<file path="src/rtl/cit_pkg.sv">
package cit_pkg;
  // decoded bus access, one flag per window and direction
  typedef struct packed {
    logic rd_lo;
    logic rd_hi;
    logic wr_lo;
    logic wr_hi;
  } cit_acc_t;

  function automatic logic any_access(input cit_acc_t a);
    return a.rd_lo | a.rd_hi | a.wr_lo | a.wr_hi;
  endfunction
endpackage

</file>
<file path="src/rtl/cit_decode.sv">
module cit_decode #(
  parameter int ADDR_W    = 16,
  parameter int SPAN_BITS = 11,
  parameter logic [ADDR_W-1:0] LO_BASE = 16'h5000,
  parameter logic [ADDR_W-1:0] HI_BASE = 16'h5800
) (
  input  logic [ADDR_W-1:0] addr,
  input  logic              rd,
  input  logic              wr,
  output cit_pkg::cit_acc_t acc
);
  localparam logic [ADDR_W-1:0] WIN_MASK = ~((ADDR_W'(1) << SPAN_BITS) - ADDR_W'(1));

  function automatic logic in_window(input logic [ADDR_W-1:0] a,
                                     input logic [ADDR_W-1:0] base);
    return ((a ^ base) & WIN_MASK) == '0;
  endfunction

  logic hit_lo, hit_hi;
  assign hit_lo = in_window(addr, LO_BASE);
  assign hit_hi = in_window(addr, HI_BASE);

  assign acc.rd_lo = rd & hit_lo;
  assign acc.rd_hi = rd & hit_hi;
  assign acc.wr_lo = wr & hit_lo;
  assign acc.wr_hi = wr & hit_hi;
endmodule

</file>
<file path="src/rtl/cit_counter.sv">
module cit_counter #(
  parameter int DATA_W = 8,
  localparam int CNT_W = 2*DATA_W - 1
) (
  input  logic              clk,
  input  logic              rst_n,
  input  logic              tick,
  input  logic              wr_lo,
  input  logic              wr_hi,
  input  logic [DATA_W-1:0] wdata,
  output logic [CNT_W-1:0]  cnt,
  output logic              irq_en,
  output logic              fire
);
  localparam int HI_W = CNT_W - DATA_W;
  localparam logic [CNT_W-1:0] CEIL     = '1;
  localparam logic [CNT_W-1:0] CEIL_M1  = {{(CNT_W-1){1'b1}}, 1'b0};

  function automatic logic [CNT_W-1:0] sat_inc(input logic [CNT_W-1:0] v);
    return (v == CEIL) ? v : v + CNT_W'(1);
  endfunction

  logic bus_load;
  assign bus_load = wr_lo | wr_hi;
  // request event: the counting step that lands on the ceiling
  assign fire = tick & ~bus_load & irq_en & (cnt == CEIL_M1);

  always_ff @(posedge clk) begin
    if (!rst_n) begin
      cnt    <= '0;
      irq_en <= 1'b0;
    end else if (wr_lo) begin
      cnt[DATA_W-1:0] <= wdata;
    end else if (wr_hi) begin
      cnt[CNT_W-1:DATA_W] <= wdata[HI_W-1:0];
      irq_en              <= wdata[DATA_W-1];
    end else if (tick) begin
      cnt <= sat_inc(cnt);
    end
  end

  // one step per tick below the ceiling
  p_step_r5: assert property (@(posedge clk) disable iff (!rst_n)
    (tick && !bus_load && cnt != CEIL) |=> cnt == CNT_W'($past(cnt) + CNT_W'(1)));
  // ceiling holds
  p_no_overflow_r6: assert property (@(posedge clk) disable iff (!rst_n)
    (!bus_load && cnt == CEIL) |=> cnt == CEIL);
  // low write wins over tick
  p_wr_wins_r9: assert property (@(posedge clk) disable iff (!rst_n)
    wr_lo |=> cnt[DATA_W-1:0] == $past(wdata));
  // high write sets enable
  p_en_load_r3: assert property (@(posedge clk) disable iff (!rst_n)
    wr_hi |=> irq_en == $past(wdata[DATA_W-1]));
endmodule

</file>
<file path="src/rtl/cit_irq.sv">
module cit_irq (
  input  logic clk,
  input  logic rst_n,
  input  logic fire,
  input  logic ack,
  output logic irq
);
  // a new event outranks an acknowledge in the same clock
  always_ff @(posedge clk) begin
    if (!rst_n)    irq <= 1'b0;
    else if (fire) irq <= 1'b1;
    else if (ack)  irq <= 1'b0;
  end

  // only an event raises the request
  p_rise_r7: assert property (@(posedge clk) disable iff (!rst_n)
    $rose(irq) |-> $past(fire));
  // held until acknowledged
  p_hold_r8: assert property (@(posedge clk) disable iff (!rst_n)
    (irq && !ack && !fire) |=> irq);
  // acknowledge drops it
  p_ack_r8: assert property (@(posedge clk) disable iff (!rst_n)
    (ack && !fire) |=> !irq);
endmodule

</file>
<file path="src/rtl/cyc_irq_timer.sv">
module cyc_irq_timer #(
  parameter int ADDR_W    = 16,
  parameter int DATA_W    = 8,
  parameter int SPAN_BITS = 11,
  parameter logic [ADDR_W-1:0] LO_BASE = 16'h5000,
  parameter logic [ADDR_W-1:0] HI_BASE = 16'h5800
) (
  input  logic              clk,
  input  logic              rst_n,
  input  logic [ADDR_W-1:0] bus_addr,
  input  logic [DATA_W-1:0] bus_wdata,
  input  logic              bus_rd,
  input  logic              bus_wr,
  output logic [DATA_W-1:0] bus_rdata,
  input  logic              cyc_tick,
  output logic              irq
);
  localparam int CNT_W = 2*DATA_W - 1;

  cit_pkg::cit_acc_t acc;
  logic [CNT_W-1:0]  cnt;
  logic              irq_en;
  logic              fire;
  logic              ack;

  cit_decode #(.ADDR_W(ADDR_W), .SPAN_BITS(SPAN_BITS),
               .LO_BASE(LO_BASE), .HI_BASE(HI_BASE)) u_dec (
    .addr(bus_addr), .rd(bus_rd), .wr(bus_wr), .acc(acc));

  cit_counter #(.DATA_W(DATA_W)) u_cnt (
    .clk(clk), .rst_n(rst_n), .tick(cyc_tick),
    .wr_lo(acc.wr_lo), .wr_hi(acc.wr_hi), .wdata(bus_wdata),
    .cnt(cnt), .irq_en(irq_en), .fire(fire));

  assign ack = cit_pkg::any_access(acc);

  cit_irq u_irq (.clk(clk), .rst_n(rst_n), .fire(fire), .ack(ack), .irq(irq));

  always_comb begin
    if (acc.rd_lo)      bus_rdata = cnt[DATA_W-1:0];
    else if (acc.rd_hi) bus_rdata = {irq_en, cnt[CNT_W-1:DATA_W]};
    else                bus_rdata = '0;
  end

  // no window, no data
  p_open_r10: assert property (@(posedge clk) disable iff (!rst_n)
    !(acc.rd_lo || acc.rd_hi) |-> bus_rdata == '0);
  // decoded windows never overlap
  p_excl_r4: assert property (@(posedge clk) disable iff (!rst_n)
    $onehot0({acc.rd_lo, acc.rd_hi}));
endmodule

</file>
<file path="config.mk">
export PLATFORM = sky130hd
export DESIGN_NAME = cyc_irq_timer
export DESIGN_NICKNAME = d
export VERILOG_FILES = /design/src/rtl/cit_pkg.sv /design/src/rtl/cit_decode.sv /design/src/rtl/cit_counter.sv /design/src/rtl/cit_irq.sv /design/src/rtl/cyc_irq_timer.sv
export SDC_FILE = /design/constraint.sdc
export NUM_CORES = 1
export LEC_CHECK = 0
export BUFFER_PORTS_ARGS = -buffer_cell sky130_fd_sc_hd__buf_2
export CAP_MARGIN = 30
export CORE_MARGIN = 4
export CORE_UTILIZATION = 49
export DETAILED_ROUTE_END_ITERATION = 8
export GPL_ROUTABILITY_DRIVEN = 0
export HOLD_SLACK_MARGIN = 0.03
export PLACE_DENSITY = 0.77
export SYNTH_ARGS = -nofsm -noshare
export SYNTH_HDL_FRONTEND = slang
export SYNTH_SLANG_ARGS = --single-unit
</file>
<file path="constraint.sdc">
create_clock -name clk -period 2.24 [get_ports clk]
set_input_delay 0.448 -clock clk [delete_from_list [all_inputs] [get_ports clk]]
set_output_delay 0.448 -clock clk [all_outputs]
set_load 0.02 [all_outputs]
</file>
# After elaboration in Yosys (flattened, before gate mapping)
# Cells that the tools add are included.
# W data, S select, Z words.
# totals
memories	0
elab_cells	42
latch_bits	0
ram_bits	0
ff_bits	17
romBits	0
out_inout_bits	9
# op_classes
add_sub_neg	1
n_bitwise	15
mux	9
shifts	0
multipliers	0
n_div	0
reduce_logical	8
order_cmp	0
n_eq_ne	5
# ops
op	n
$logic_not A16 Y1	2
$mux W8	4
$eq A15 B15 Y1 const B	2
$mux W15	2
$add A15 B1 Y15 const B	1
$and A1 B1 Y1	7
$mux W7	1
$ne A2 B1 Y1 const B	3
$reduce_and A3 Y1	2
$reduce_bool A2 Y1	3
$or A1 B1 Y1	4
$not A3 Y3	1
$mux W1	2
$not A1 Y1	2
$not A2 Y2	1
$reduce_and A2 Y1	1

# Depth between registers and ports, before layout
# Gate-level depths: netlist of the first run.
# logic_depth
depth_word	9
mapped_depth	7

# Hierarchy
# A second synthesis of the first run with hierarchy kept.
# unflattened
cells_unflattened	156
area_unflattened_um2	1216.2
# modules_own_cells
mod	area_per_inst_um2	n_inst	cells_per_inst
cit_counter	1031.0	1	130
cyc_irq_timer	96.3	1	15
cit_decode	47.5	1	8
cit_irq	41.3	1	3

# Worst setup path after synthesis of the first run
# OpenSTA, ideal clock, no wires.
# synth_timing
path_kind	input to output
startpoint	in bus_addr[13]
endpoint	out bus_rdata[0]
cell_stages	5
slack_ps	171
arrival_ps	1621
required_ps	1792
path_cell_list	nor4bb_1 > clkbuf_1 > nand2_1 > nor2_1 > a22o_1
# synth_between
elab_chain_len	4
word_cells_on_any_way	6
# synth_rtl
item	line_no	rtl
from (decl)	cyc_irq_timer.sv:10	input logic [ADDR_W-1:0] bus_addr,
$logic_not A16 Y1	cit_decode.sv:16	return ((a ^ base) & WIN_MASK) == '0;
$and A1 B1 Y1	cit_decode.sv:24	assign acc.rd_hi = rd & hit_hi;
$mux W8	cyc_irq_timer.sv:41	else if (acc.rd_hi) bus_rdata = {irq_en, cnt[CNT_W-1:DATA_W]};
$mux W8 *	cyc_irq_timer.sv:40	if (acc.rd_lo) bus_rdata = cnt[DATA_W-1:0];
to (decl)	cyc_irq_timer.sv:14	output logic [DATA_W-1:0] bus_rdata,
# Mark *: on every way between the ends. The rest lies on a longest branch, timed or not.

# Worst setup path after layout of the first run
# layout_timing
startpoint	in bus_addr[13]
endpoint	out bus_rdata[2]
# The elaborated chain is that of the path after synthesis.

==> qor.yml, run 1 <==
status:
  status: "complete, no violations"
global_route:
  grt_first_pass_wirelength_um: 5388
  grt_pass1_vias: 1217
  antenna_found_initial: 0
  grt_max_degree: 19
  grt.overflow.total: 0
  track_usage_pct: 21.44
sta:
  slew_headroom_pct: 72.93
  setup_tns_ns: 0
  fmax_mhz: 480.0
  worst_hold_slack_ns: 0.3881
  finalClockSkew_ns: 0.01122
  finalHoldViolations: 0
  period_needed_ns: 2.083
  rsz0062_at_grt: "false"
  setup_viol: 0
  worstMarginPinSlew_ns: 0.4050
  slew_viol_final: 0
  finalCritPeriodShare_pct: 93.00
clocking:
  cts_tree: "yes"
  cts_root_buf: "clkbuf_4"
  clkLatencyLatePin_ns: 0.30
  cts_sinks: 17
  cts_buffer_depth: 2
  numCtsBuffers: 3
  cts.clk_slew.worst_paths_ns: 0.11
  cts.repair_timing.setup_buffer_count: 0
  htree_num_levels: 1
layout:
  drive_gt1_share_pct: 25.86
  post-route-util_pct: 61.74
  fin_nets: 206
  diodes: 0
  area_growth_pct: 20.51
  stdcell_count: 202
setup_path:
  critPathCaptureType: "output port"
  required_ns: 1.79
  cp_num_buf_inv: 3
  crit_slowest_cell: "nor4bb_2"
  crit_arrival_ns: 1.64
  r2r_cells: 5
  r2r-start: "u_cnt.cnt[4]$_SDFFE_PN0P_"
  critical_path_depth: 7
  crit_chain: "buf_2 > nor4bb_2 > nand2_1 > nor2_1 > buf_4 > a22o_1 > buf_2"
  start_kind: "input pin"
  cp_slowest_stage_delay_ns: 0.36
  path_class: "input pin to output port"
  r2r_setup_slack_ns: 0.24
  critPathMostFrequentCell: "buf_2"
  critPathTopFamily: "simple AND/OR/NAND/NOR gates"
  cp_max_fo: 8
  r2r-end: "u_cnt.cnt[9]$_SDFFE_PN0P_"
logic_synthesis:
  ys_seq_area_share_pct: 30.32
  synth_common_cells: "dfxtp_1, nand2_1, a21oi_1, o21ai_0, nand3_1"
  async_reset_ff_share_pct: 0
  syn_area_um2: 1122
  synth_most_common_cell: "dfxtp_1"
  avgSynthCellArea_um2: 7.848
  synth_ff_type: "dfxtp_1"
  synth_warnings: 0
  mappedNetlistNets: 174
  yosysUniqueCellTypes: 35
  yosys_register_bits: 17
  synth-edff-count: 0
  synth_top_area_cell: "dfxtp_1"
  synth.area.top_cells: "dfxtp_1, a22o_1, xor2_1, a21oi_1, o21ai_0"
  netlist.area_leader.share_pct: 30.32
  postSynthCellCount: 143
floorplan:
  rows: 17
  die_h_um: 55.86
  io_pins: 38
  core-area_um2: 2191
  die_w_um: 55.86
  die-area_um2: 3120
  start_util_pct: 51.23
drt:
  routed_wl_um: 3143
  num_vias: 1255
  drt_iter0_drc: 38
  via_per_inst: 6.213
  wl_per_cell_um: 15.56
  ant_nets: 0
  drc: 0
  firstDrtPassIters: 4
power_and_ir_drop:
  worst_ir_drop_vdd_v: 0.0003451
  pwr-share-clk_pct: 30.7
  p_per_area_nw_per_um2: 419.4
  p_leak_nw: 0.5389
  p_switching_mw: 0.1565
  seqPwrFrac_pct: 55.9
  combinationalPowerShare_pct: 13.3
  switching_share_pct: 27.59
  p_int_mw: 0.4107
place:
  port_buffers: 26
  place_inst: 198
  dp_hpwl_um: 2353
worst_hold_path:
  hold_path.class: "input pin to register"
  holdPathEnd: "u_cnt.cnt[13]$_SDFFE_PN0P_"
  whs_path_depth: 3
  hold_path.startpoint: "bus_wdata[5]"
run:
  maxCapViolCount: 0
per-layer routing:
| metal | global-route usage (%) | up-vias | wire [um] | share of wire, % |
|---|---|---|---|---|
| li1 | - | 604 | - | - |
| met1 | 26.20 | 598 | 1345 | 43 |
| met2 | 35.14 | 47 | 1541 | 49 |
| met3 | 3.944 | 6 | 196 | 6.2 |
| met4 | 12.20 | 0 | 61 | 1.9 |
| met5 | 0 | - | 0 | 0 |
power by group through the flow:
| stage | combinational [mW] | sequential, mW | clock (mW) |
|---|---|---|---|
| finish | 0.0756 | 0.317 | 0.174 |
| global route | 0.0841 | 0.319 | 0.189 |
| CTS | 0.0743 | 0.317 | 0.176 |
| detailed placement | 0.0740 | 0.324 | 0 |
| global placement | 0.0710 | 0.324 | 0 |
| floorplan | 0.0384 | 0.323 | 0 |
logic make-up after synthesis:
group | Yosys count | synth area share, %
simple gates | 56 | 27.98
fa+ha+maj | 2 | 2.229
flops | 17 | 30.32
buf+inv | 13 | 5.016
xor+xnor | 11 | 8.585
compound gates | 44 | 25.87
final cells by class:
cell class | count | area, um2
fillers | 204 | 838.3
multi-input cells | 113 | 733.2
inverters | 5 | 18.77
clock inverters | 1 | 5.005
repair buffers | 35 | 197.7
clock buffers | 3 | 22.52
well taps | 28 | 35.03
flip-flops and latches | 17 | 340.3
sequential cells by signal, summed over array words and instances (netlist names):
| signal | count |
|---|---|
| u_cnt.cnt | 15 |
| u_cnt.irq_en | 1 |
| u_irq.irq | 1 |
worst max-delay path by stage:
stage	to	slack, ns	startpoint
2_1_floorplan	bus_rdata[0]	0.17	bus_addr[13]
5_1_grt	bus_rdata[4]	0.06	bus_addr[13]
6_report	bus_rdata[2]	0.16	bus_addr[13]
4_1_cts	bus_rdata[2]	0.08	bus_addr[13]
3_5_place_dp	bus_rdata[2]	0.02	bus_addr[13]
3_3_place_gp	bus_rdata[0]	0.1	bus_addr[13]
worst register-to-register path: cells and delay by family, from the launching register on:
family,cells,cell delay [ns]
flops,1,0.45
compound gates,2,0.36
simple gates,3,1.09
layout by cell type (no fill, tap or decap), types with 2 or more instances in the layout:
cell	n
nand4_1	6
nand2_1	14
nor2_1	6
clkbuf_4	3
xnor2_1	3
a22o_1	8
xor2_1	8
and3_1	5
o21ai_0	12
nor4_1	5
nor3_1	2
buf_4	9
a21boi_0	2
inv_1	5
ha_1	2
dfxtp_1	17
a21oi_1	12
nand3_1	10
o32ai_1	2
buf_2	26
what timing repair did:
item	CTS	global route
resized for setup	1	1
hold buffers	0	0
endpoints found under the setup margin	1	8
per-stage QoR:
stage | setup slack, ns | total power, mW | instance area (um2)
6_report | 0.1568 | 0.5672 | 1353
4_1_cts | 0.07789 | 0.5675 | 1346
3_3_place_gp | 0.09593 | 0.3949 | 1318
3_5_place_dp | 0.02068 | 0.3980 | 1318
2_1_floorplan | 0.1712 | 0.3619 | 1122
5_1_grt | 0.06111 | 0.5920 | 1353
(Power assumes the default switching activity.)
==> inputs of run 2 (changes only) <==
Settings changed: CORE_MARGIN 4 to unset, SLEW_MARGIN set to 20.
==> run 2 against run 1 <==
Clock skew fell by 0.0040 ns. Clock power barely moved. Total power fell by 0.57%. Non-clock buffer count rose by 2. Worst hold slack improved by 0.0071 ns. Largest cell class unchanged. Combinational power fell by 3.6%. Maximum frequency fell by 3.0%. Routed wire length rose by 1.4%. Sequential share of layout area fell by 0.093 points. Setup slack got worse by 0.065 ns. Highest routed layer unchanged. Largest power group unchanged.
==> qor.yml, run 2 (synthesis results as in run 1) <==
status:
  status: "complete, no violations"
sta:
  rsz0062_at_grt: "false"
  finalHoldViolations: 0  # unchanged
  setup_viol: 0  # unchanged
  finalClockSkew_ns: 0.007235  # -0.003980 ns
  slew_headroom_pct: 73.34  # +0.41 points
  setup_tns_ns: 0  # unchanged
  finalWorstSetupSlack_ns: 0.09185  # -0.06497 ns
  worst_hold_slack_ns: 0.3952  # +0.007054 ns
  period_needed_ns: 2.148  # +0.06497 ns
  worstMarginPinSlew_ns: 0.3988  # -0.006128 ns
  fmax_mhz: 465.5  # -3.0%
  finalCritPeriodShare_pct: 95.90  # +2.9 points
  slew_viol_final: 0  # unchanged
setup_path:
  path_class: "input pin to output port"
  start_kind: "input pin"
  required_ns: 1.79  # about the same
  critPathMostFrequentCell: "buf_2"
  cp_max_fo: 8  # unchanged
  critPathCaptureType: "output port"
  crit_arrival_ns: 1.70  # +0.06 ns
  cp_slowest_stage_delay_ns: 0.33  # -0.03 ns
  crit_chain: "buf_2 > nor4bb_1 > buf_4 > and3_1 > a22o_1 > buf_2"
  crit_slowest_cell: "and3_1"
clocking:
  ctsHoldBuffers: 0  # unchanged
  cts.repair_timing.setup_buffer_count: 0  # unchanged
  cts_buffer_depth: 2  # unchanged
  cts.clk_slew.worst_paths_ns: 0.11  # about the same
  ctsResizeCount: 0  # -1
  numCtsBuffers: 3  # unchanged
  cts_root_buf: "clkbuf_4"
  cts_sinks: 17  # unchanged
  clkLatencyLatePin_ns: 0.30  # about the same
  htree_num_levels: 1  # unchanged
  cts_tree: "yes"
drt:
  wl_per_cell_um: 15.70  # +0.93%
  firstDrtPassIters: 4  # unchanged
  ant_nets: 0  # unchanged
  drt_iter0_drc: 54  # +42%
  drc: 0  # unchanged
  routed_wl_um: 3188  # +1.4%
  num_vias: 1267  # +0.96%
  via_per_inst: 6.241  # +0.46%
power_and_ir_drop:
  p_per_area_nw_per_um2: 415.4  # -0.94%
  seqPwrFrac_pct: 56.5  # +0.6 points
  combinationalPowerShare_pct: 12.9  # -0.4 points
  p_switching_mw: 0.1525  # -2.5%
  p_int_mw: 0.4115  # +0.18%
  worst_ir_drop_vdd_v: 0.0003626  # +5.1%
  switching_share_pct: 27.05  # -0.54 points
  pwr-share-clk_pct: 30.6  # about the same
  p_leak_nw: 0.5474  # +1.6%
layout:
  layout_common_cells: "buf_2, dfxtp_1, nand2_1, o21ai_0, a21oi_1"
  post-route-util_pct: 65.84  # +4.1 points
  fin_nets: 208  # +0.97%
  multi_input_area_um2: 725.7  # -1.0%
  top_register: "u_cnt.cnt"
  drive_gt1_share_pct: 25.00  # -0.86 points
  nFillCells: 199  # -2.5%
  diodes: 0  # unchanged
  top_regs: "u_cnt.cnt (15), u_cnt.irq_en (1), u_irq.irq (1)"
  largest_register_ffs: 15  # unchanged
  finalInstanceArea_um2: 1358  # +0.37%
  regArea_um2: 340.3  # unchanged
  area_growth_pct: 20.96
  layout.cells.most_common: "buf_2"
place:
  port_buffers: 26  # unchanged
  dpl-instance-area_um2: 1331  # +1.0%
  dp_slack_ns: 0.1067  # +0.08599 ns
  dp_hpwl_um: 2390  # +1.5%
floorplan:
  die-area_um2: 2486  # -20%
  io_pins: 38  # unchanged
  core-area_um2: 2062  # -5.9%
  rows: 16  # -1
  die_w_um: 49.86  # -11%
  die_h_um: 49.86  # -11%
  start_util_pct: 54.43  # +3.2 points
worst_hold_path:
  hold_path.class: "input pin to register"
global_route:
  grt.overflow.total: 0  # unchanged
  grt_pass1_vias: 1131  # -7.1%
  grt_max_degree: 20  # +1
  grt_first_pass_wirelength_um: 5278  # -2.0%
  antenna_found_initial: 0  # unchanged
  track_usage_pct: 28.34  # +6.9 points
run:
  maxCapViolCount: 0  # unchanged
[run 2: metrics by stage]
step | cells | power, mW
after floorplan | 143 | 0.3619
after global placement | 199 | 0.3935
after detailed placement | 199 | 0.3961
after CTS | 203 | 0.5652
after global routing | 203 | 0.5924
final | 203 | 0.5640
[run 2: final timing paths]
kind / startpoint / endpoint / slack (ns) / cells after the start
setup / recovery: bus_addr[13] / bus_rdata[2] / 0.09 / 6
hold / removal: bus_wdata[7] / u_cnt.irq_en$_SDFFE_PN0P_ / 0.40 / 3
setup reg to reg: u_cnt.cnt[1]$_SDFFE_PN0P_ / u_cnt.cnt[9]$_SDFFE_PN0P_ / 0.26 / 6
hold reg to reg: u_irq.irq$_SDFFE_PN0P_ / u_irq.irq$_SDFFE_PN0P_ / 0.50 / 2
[run 2: layout make-up]
type | instances | share of cell area [%]
clock buffer | 4 | 1.935
inverter | 5 | 1.382
sequential | 17 | 25.07
multi-input combinational | 113 | 53.46
timing repair buffer | 37 | 15.67
tap | 27 | 2.488
[run 2: power groups by stage]
stage	Clock (mW)	Sequential, mW	Combinational, mW
global placement	0	0.325	0.0682
detailed placement	0	0.325	0.0708
floorplan	0	0.323	0.0384
global route	0.190	0.320	0.0819
CTS	0.175	0.318	0.0716
finish	0.172	0.319	0.0729
[run 2: worst max-delay path, delay by kind of cell]
kind                   cells  cell delay [ns]
and+or+nand+nor            2             0.61
AOI/OAI and AO/OA          1             0.18
buffers and inverters      3             0.46
[run 2: per-layer routing]
layer | vias up | wire [um] | GRT usage (%)
met2 | 66 | 1458 | 42.12
met1 | 590 | 1388 | 39.70
met5 | - | 0 | 0
met4 | 0 | 38 | 12.86
li1 | 603 | - | -
met3 | 8 | 302 | 4.630
